`src/rtl/psq_pkg.sv`:
```
package psq_pkg;

  typedef enum logic [2:0] {
    ST_OFF     = 3'd0,
    ST_UP_IO   = 3'd1,
    ST_UP_CORE = 3'd2,
    ST_IDLE    = 3'd3,
    ST_READ    = 3'd4,
    ST_WUP     = 3'd5,
    ST_WRITE   = 3'd6,
    ST_DN_CORE = 3'd7
  } psq_state_e;

  localparam int NRAIL   = 3;
  localparam int RAIL_IO = 0;
  localparam int RAIL_CR = 1;
  localparam int RAIL_WR = 2;

  function automatic logic rail_on(psq_state_e s, int idx);
    logic on;
    unique case (idx)
      RAIL_IO: on = (s != ST_OFF);
      RAIL_CR: on = (s == ST_UP_CORE) || (s == ST_IDLE) || (s == ST_READ) ||
                    (s == ST_WUP) || (s == ST_WRITE);
      default: on = (s == ST_WUP) || (s == ST_WRITE);
    endcase
    return on;
  endfunction

  function automatic logic rails_settled(psq_state_e s);
    return (s == ST_IDLE) || (s == ST_READ) || (s == ST_WUP) || (s == ST_WRITE);
  endfunction

endpackage

```
`src/rtl/psq_sync.sv`:
```
module psq_sync #(
  parameter int STAGES = 2
) (
  input  logic clk,
  input  logic rst_n,
  input  logic d_async,
  output logic q_sync
);
  logic [STAGES-1:0] chain_q;

  generate
    if (STAGES == 1) begin : g_one
      always_ff @(posedge clk or negedge rst_n) begin
        if (!rst_n) chain_q <= '0;
        else        chain_q <= d_async;
      end
    end else begin : g_many
      always_ff @(posedge clk or negedge rst_n) begin
        if (!rst_n) chain_q <= '0;
        else        chain_q <= {chain_q[STAGES-2:0], d_async};
      end
    end
  endgenerate

  assign q_sync = chain_q[STAGES-1];
endmodule

```
`src/rtl/psq_settle_timer.sv`:
```
module psq_settle_timer #(
  parameter int SETTLE_CYC = 6
) (
  input  logic clk,
  input  logic rst_n,
  input  logic restart,
  output logic done
);
  localparam int CW = (SETTLE_CYC > 1) ? $clog2(SETTLE_CYC) : 1;
  localparam logic [CW-1:0] LAST = CW'(SETTLE_CYC - 1);

  logic [CW-1:0] cnt_q;

  assign done = (cnt_q == LAST);

  always_ff @(posedge clk or negedge rst_n) begin
    if (!rst_n)       cnt_q <= '0;
    else if (restart) cnt_q <= '0;
    else if (!done)   cnt_q <= cnt_q + 1'b1;
  end
endmodule

```
`src/rtl/psq_mode_fsm.sv`:
```
module psq_mode_fsm
  import psq_pkg::*;
(
  input  logic       clk,
  input  logic       rst_n,
  input  logic       wake,
  input  logic       dpd_req,
  input  logic       op_valid,
  input  logic       op_write,
  input  logic       op_done,
  input  logic       settle_done,
  output psq_state_e state_d,
  output logic       restart
);
  psq_state_e state_q;

  always_comb begin
    state_d = state_q;
    unique case (state_q)
      ST_OFF:     if (wake) state_d = ST_UP_IO;
      ST_UP_IO:   if (settle_done) state_d = ST_UP_CORE;
      ST_UP_CORE: if (settle_done) state_d = ST_IDLE;
      ST_IDLE: begin
        if (op_valid)     state_d = op_write ? ST_WUP : ST_READ;
        else if (dpd_req) state_d = ST_DN_CORE;
      end
      ST_READ:    if (op_done) state_d = ST_IDLE;
      ST_WUP:     if (settle_done) state_d = ST_WRITE;
      ST_WRITE:   if (op_done) state_d = ST_IDLE;
      ST_DN_CORE: if (settle_done) state_d = ST_OFF;
      default:    state_d = ST_OFF;
    endcase
  end

  assign restart = (state_d != state_q);

  always_ff @(posedge clk or negedge rst_n) begin
    if (!rst_n) state_q <= ST_OFF;
    else        state_q <= state_d;
  end
endmodule

```
`src/rtl/psq_rail_drv.sv`:
```
module psq_rail_drv
  import psq_pkg::*;
(
  input  logic             clk,
  input  logic             rst_n,
  input  psq_state_e       state_d,
  output logic [NRAIL-1:0] rail_en,
  output logic             rail_ready,
  output logic             busy,
  output logic             op_ready,
  output logic             rd_active,
  output logic             wr_active
);
  genvar gi;
  generate
    for (gi = 0; gi < NRAIL; gi++) begin : g_rail
      always_ff @(posedge clk or negedge rst_n) begin
        if (!rst_n) rail_en[gi] <= 1'b0;
        else        rail_en[gi] <= rail_on(state_d, gi);
      end
    end
  endgenerate

  always_ff @(posedge clk or negedge rst_n) begin
    if (!rst_n) begin
      rail_ready <= 1'b0;
      busy       <= 1'b1;
      op_ready   <= 1'b0;
      rd_active  <= 1'b0;
      wr_active  <= 1'b0;
    end else begin
      rail_ready <= rails_settled(state_d);
      busy       <= (state_d != ST_IDLE);
      op_ready   <= (state_d == ST_IDLE);
      rd_active  <= (state_d == ST_READ);
      wr_active  <= (state_d == ST_WRITE);
    end
  end
endmodule

```
`src/rtl/power_island_seq.sv`:
```
module power_island_seq
  import psq_pkg::*;
#(
  parameter int SETTLE_CYC  = 8,
  parameter int SYNC_STAGES = 2
) (
  input  logic clk,
  input  logic rst_n,
  input  logic wake_req,
  input  logic dpd_req,
  input  logic op_valid,
  input  logic op_write,
  output logic op_ready,
  input  logic op_done,
  output logic en_io,
  output logic en_core,
  output logic en_wr,
  output logic rail_ready,
  output logic busy,
  output logic rd_active,
  output logic wr_active
);
  logic             wake_s;
  logic             settle_done;
  logic             restart;
  psq_state_e       state_d;
  logic [NRAIL-1:0] rail_en;

  psq_sync #(.STAGES(SYNC_STAGES)) u_sync (
    .clk(clk), .rst_n(rst_n), .d_async(wake_req), .q_sync(wake_s)
  );

  psq_settle_timer #(.SETTLE_CYC(SETTLE_CYC)) u_timer (
    .clk(clk), .rst_n(rst_n), .restart(restart), .done(settle_done)
  );

  psq_mode_fsm u_fsm (
    .clk(clk), .rst_n(rst_n), .wake(wake_s), .dpd_req(dpd_req),
    .op_valid(op_valid), .op_write(op_write), .op_done(op_done),
    .settle_done(settle_done), .state_d(state_d), .restart(restart)
  );

  psq_rail_drv u_drv (
    .clk(clk), .rst_n(rst_n), .state_d(state_d), .rail_en(rail_en),
    .rail_ready(rail_ready), .busy(busy), .op_ready(op_ready),
    .rd_active(rd_active), .wr_active(wr_active)
  );

  assign en_io   = rail_en[RAIL_IO];
  assign en_core = rail_en[RAIL_CR];
  assign en_wr   = rail_en[RAIL_WR];
endmodule

```
`config.mk`:
```
export PLATFORM = sky130hd
export DESIGN_NAME = power_island_seq
export DESIGN_NICKNAME = d
export VERILOG_FILES = /design/src/rtl/psq_pkg.sv /design/src/rtl/psq_sync.sv /design/src/rtl/psq_settle_timer.sv /design/src/rtl/psq_mode_fsm.sv /design/src/rtl/psq_rail_drv.sv /design/src/rtl/power_island_seq.sv
export SDC_FILE = /design/constraint.sdc
export NUM_CORES = 1
export LEC_CHECK = 0
export ABC_AREA = 0
export ABC_CLOCK_PERIOD_IN_PS = 3440
export BUFFER_PORTS_ARGS = -buffer_cell sky130_fd_sc_hd__buf_2
export CAP_MARGIN = 25
export CORE_MARGIN = 2
export CORE_UTILIZATION = 55
export CTS_CLUSTER_SIZE = 25
export DETAILED_ROUTE_END_ITERATION = 12
export GPL_ROUTABILITY_DRIVEN = 1
export PLACE_DENSITY = 0.8
export SKIP_CTS_REPAIR_TIMING = 1
export SLEW_MARGIN = 30
export SYNTH_ARGS = -nofsm -noshare
export SYNTH_HDL_FRONTEND = slang
export SYNTH_SLANG_ARGS = --single-unit
```
`constraint.sdc`:
```
create_clock -name clk -period 3.44 [get_ports clk]
set_clock_uncertainty 0.15 [all_clocks]
set_input_delay 0.172 -clock clk [delete_from_list [all_inputs] [get_ports clk]]
set_output_delay 0.172 -clock clk [all_outputs]
set_load 0.01 [all_outputs]
```
After elaboration in Yosys (flattened, before gate mapping)
Cells that the tools add are included.

word-level totals
  output and inout bits = 8
  input bits = 7
  word-level logic and storage cells = 51
  register bits after elaboration = 16

operators by class
  reductions and logical operators = 11
  eq/ne operators = 16
  mux-type cells = 12
  add/sub/neg operators = 1

operator list
  operator             count
  $mux 3               10
  $eq 3x3->1 const B   8
  $pmux 3 s7           1
  $eq 3x2->1 const B   4
  $logic_or 1x1->1     8
  $add 3x1->3 const B  1
  $eq 3x1->1 const B   1
  $logic_not 3->1      1
  $ne 3x2->1 const B   1
  $ne 3x3->1           1
  $reduce_bool 3->1    1
  $ne 2x1->1 const B   1
  $reduce_or 2->1      1
  $mux 1               1

Depth between registers and ports, before layout
  word-level depth = 8
  depth in mapped cells = 9
  mapped depth without buffers = 8

Cells and area by module
From an unflattened synthesis, not the netlist that was laid out.

second synthesis, totals
  cells, all modules = 62
  area total of the unflattened synthesis = 758.2 um^2

by module, submodules not included
  module            instances  cells an instance  seq. area each (um^2)  area each (um^2)
  psq_mode_fsm      1          31                 75.1                   287.8
  psq_rail_drv      1          18                 201.4                  280.3
  psq_settle_timer  1          11                 75.1                   140.1
  psq_sync          1          2                  50.0                   50.0

Worst setup path before layout
OpenSTA, ideal clock, no wires.

  path type = flip-flop to flip-flop
  start point = reg u_timer.cnt_q[0]
  end point = reg u_drv.busy
  path buffers = 1
  arrival = 1.784 ns
  path slack = 1.418 ns
  clock period less this slack = 2.022 ns
  setup time = 0.088 ns
  cell stages (with the launch flop) = 10
  required time = 3.202 ns
  cell sequence = dfrtp_1 -> ha_1 -> ha_1 -> buf_2 -> mux2i_1 -> nand2_1 -> o211a_1 -> inv_1 -> nand2_1 -> or3_1

on the way
  longest elaborated chain between the ends = 4
  elaborated cells on any way between the ends = 7
  those cells by class = 2 x eq/ne; 5 x mux

ends and longest elaborated chain
  what                       RTL line                RTL
  start: declaration         psq_settle_timer.sv:12  logic [CW-1:0] cnt_q;
  start signal: assignment   psq_settle_timer.sv:19  else if (!done) cnt_q <= cnt_q + 1'b1;
  $eq 3x3->1 *               psq_settle_timer.sv:14  assign done = (cnt_q == LAST);
  $mux 3 (on tied branches)  --
  $pmux 3 s7 *               psq_mode_fsm.sv:19      unique case (state_q)
  via state_d[1]             power_island_seq.sv:26  psq_state_e state_d;
  $ne 3x2->1 *               psq_rail_drv.sv:33      busy <= (state_d != ST_IDLE);
  end signal: assignment     psq_rail_drv.sv:33
  end: declaration           psq_rail_drv.sv:9       output logic busy,

Mark *: on every way through the listed nets, which the timed path passes. The rest lies on a longest branch.
A chain may end at the register's enable or synchronous reset.

Worst setup path in the final report
  start point = reg u_timer.cnt_q[0]
  end point = reg u_timer.cnt_q[0]

on the way
  longest elaborated chain between the ends = 5
  elaborated cells on any way between the ends = 11
  those cells by class = 1 x add/sub; 3 x eq/ne; 7 x mux

ends and longest elaborated chain
  what                                                          RTL line                RTL
  $eq 3x3->1                                                    psq_settle_timer.sv:14
  $mux 3 (on tied branches)                                     --
  $pmux 3 s7                                                    psq_mode_fsm.sv:19
  $ne 3x3->1                                                    psq_mode_fsm.sv:35      assign restart = (state_d != state_q);
  $ne 2x1->1 (no source line) / $mux 3 (equally long branches)  --

Several ways; a longest one is shown, not always the timed one. The select of a mux whose other input is x is not followed.

==> impl_metrics.env <==
export IMPL_rsz0062_at_grt="no"
export IMPL_cap_viol_max_count=0
export IMPL_hold_class="input pin to register"
export IMPL_gp_congestion=0.812
export IMPL_antenna_found_initial=0
export IMPL_syn_to_final_growth_pct=16.8
export IMPL_fin_ws_ns=1.23
export IMPL_drc=0
export IMPL_fillers=103
export IMPL_r2r_end="u_timer.cnt_q[0]$_DFFE_PN0P_"
export IMPL_ys_types=35
export IMPL_portBuffers=14
export IMPL_cts_root_buf="clkbuf_4"
export IMPL_use_met3=0.0532
export IMPL_irDropWorstVdd_uv=552
export IMPL_dpl_cell_count=98
export IMPL_diodes=0
export IMPL_synth_top_family_by_area="simple AND/OR/NAND/NOR gates"
export IMPL_drt_iter0_drc=5
export IMPL_grt_use_met2=0.340
export IMPL_cp_arrival_ns=2.23
export IMPL_synthMuxAreaShare=0.0538
export IMPL_post_drt_wl_per_cell_um=13.3
export IMPL_pre_cts_slack_ns=1.25
export IMPL_grt_pass1_wl_mm=2.08
export IMPL_start_kind="register"
export IMPL_worstPathMaxFanout=7
export IMPL_fin_crit_ns=2.21
export IMPL_p_leak_nw=0.422
export IMPL_drt_pass1_iter_count=4
export IMPL_rr_startpoint="u_timer.cnt_q[0]$_DFFE_PN0P_"
export IMPL_final_common_cell="dfrtp_1"
export IMPL_synth_top_cell_area_share=0.489
export IMPL_grt_busiest_layer="met2"
export IMPL_crit_start="u_timer.cnt_q[0]$_DFFE_PN0P_"
export IMPL_p_per_area_nw_per_um2=948
export IMPL_worst_path_max_delay_cell="mux2_2"
export IMPL_grt_use_met1=0.226
export IMPL_synth_cells=71
export IMPL_yosysSeqAreaShare=0.524
export IMPL_drive_gt1_frac=0.292
export IMPL_synthSimpleGateAreaFrac=0.219
export IMPL_ys_flop_type="dfrtp_1"
export IMPL_clock_fmax_ghz=0.453
export IMPL_final_nets=99
export IMPL_clock_sinks=16
export IMPL_setup_tns_ns=0
export IMPL_grt_overflow_total=0
export IMPL_die_width_um=41.3
export IMPL_synthTopCellsByArea="dfrtp_1 49%, nor2_1 6.9%, mux2i_1 3.9%"
export IMPL_start_util=0.589
export IMPL_fp_row_count=13
export IMPL_instances_no_fill=104
export IMPL_yosys_warnings=0
export IMPL_clock_path_buffers=2
export IMPL_rrSetupSlack_ns=1.23
export IMPL_report_final_slew_viol_count=0
export IMPL_synth_async_reset_ratio=1.00
export IMPL_htree_num_levels=1
export IMPL_vias=570
export IMPL_synth_edf_count=0
export IMPL_tightestPinTransition_ns=0.402
export IMPL_slew_headroom=0.729
export IMPL_setup_viol=0
export IMPL_grt_pass1_vias=499
export IMPL_hold_violations=0
export IMPL_syn_num_nets=80
export IMPL_clock_latency_ns=0.29
export IMPL_crit_end="u_timer.cnt_q[0]$_DFFE_PN0P_"
export IMPL_min_path_cells=4
export IMPL_hpwlAfterDp_mm=1.05
export IMPL_synth_seq_cells=16
export IMPL_status="finished clean"
export IMPL_required_ns=3.46
export IMPL_drt_total_wl_mm=1.38
export IMPL_fin_crit_sh=0.642
export IMPL_grt_usage=0.202
export IMPL_critical_path_class="register to register"
export IMPL_viasPerCell=5.48
export IMPL_path_cells="ha_1, ha_1, mux2_2, o221ai_1, a21boi_0, nor2_1"
export IMPL_cts_tree="yes"
export IMPL_synth_fa_ha_area_frac=0.0326
export IMPL_numCtsBuffers=3
export IMPL_yosysTopAreaCell="dfrtp_1"
export IMPL_clkSlewWorstSetupHoldPaths_ns=0.10
export IMPL_boundaryPins=15
export IMPL_core_area_um2=1300
export IMPL_cpMostUsedCell="ha_1"
export IMPL_ant_nets=0
export IMPL_syn_avg_cell_area_um2=10.8
export IMPL_die_y_um=41.3
export IMPL_synthesis_area_um2=767
export IMPL_grt_max_degree=17
export IMPL_cp_end_kind="register"
export IMPL_synth_compound_area_frac=0.129
export IMPL_max_stage_delay_ns=0.41
export IMPL_most_common_layout_cells="15 x dfrtp_1, 14 x nor2_1, 14 x buf_2"
export IMPL_synth_xor_area_share=0.0114
export IMPL_r2r_cells=6
export IMPL_die_area_um2=1710
worst max-delay path, delay by kind of cell, from the launching register on:
kind                       cells  cell delay, ns
muxes                          1            0.41
adders and majority gates      2            0.47
AOI/OAI and AO/OA              2            0.58
DFF                            1            0.38
and+or+nand+nor                1            0.10
per-layer routing:
| metal | routed length [um] | vias to the layer above |
|---|---|---|
| met5 | 0 | - |
| met4 | 21 | 0 |
| met3 | 60 | 2 |
| met2 | 659 | 16 |
| met1 | 638 | 264 |
| li1 | - | 288 |
flip-flops by register name, summed over array words and instances (netlist names):
signal and cells:
u_timer.cnt_q 3, u_drv.busy 1, u_drv.rail_en 3, u_drv.rd_active 1, u_fsm.state_q 3, u_sync.chain_q 2
u_drv.wr_active 1, u_drv.rail_ready 1, u_drv.op_ready 1
report_power, final:
part | switching [W] | leakage, nW | internal, W | total, W
Combinational | 0.000226 | 0.210 | 0.000177 | 0.000403
Clock | 0.0000612 | 0.0210 | 0.0000645 | 0.000126
Sequential | 0.0000565 | 0.191 | 0.000265 | 0.000321
final cells by class:
cell class,instances,area [um2],share of cell area
flip-flops and latches,16,402,0.448
multi-input cells,51,342,0.381
clock buffers,4,36.3,0.0405
well taps,15,18.8,0.0209
repair buffers,16,90.1,0.101
inverters,2,7.51,0.00838
cells by family (layout without fill, tap and decap cells):
kind of cell,Yosys count,after routing
simple gates,31,31
fa+ha+maj,2,2
compound gates,13,13
xor+xnor,1,1
flops,16,16
mux,4,4
buf+inv,4,22
how the worst min path moves through the flow:
stage,from,end,slack [ns]
after global placement,rst_n,u_fsm.state_q[2]$_DFF_PN0_,-0.06
after global routing,op_done,u_fsm.state_q[2]$_DFF_PN0_,0.15
after detailed placement,rst_n,u_drv.rd_active$_DFF_PN0_,-0.05
final,op_done,u_fsm.state_q[2]$_DFF_PN0_,0.10
after floorplan,rst_n,u_drv.op_ready$_DFF_PN0_,-0.27
after CTS,rst_n,u_drv.rd_active$_DFF_PN0_,-0.38
through the flow:
step / cell area [um2] / hold slack (ns) / total power (W) / utilization
finish: 896 / 0.103 / 0.000850 / 0.688
global route: 896 / 0.146 / 0.000921 / 0.688
CTS: 876 / -0.377 / 0.000853 / 0.673
detailed placement: 840 / -0.0515 / 0.000727 / 0.645
global placement: 840 / -0.0635 / 0.000714 / 0.645
floorplan: 767 / -0.274 / 0.000629 / -
synth_stat cells (2+ instances only):
library cell / instances
dfrtp_1: 15
ha_1: 2
mux2i_1: 3
nand2_1: 3
nor2_1: 14
nor2b_1: 2
nor3_1: 2
o21ai_0: 3
Note: power is estimated with default switching activity, not from simulation.
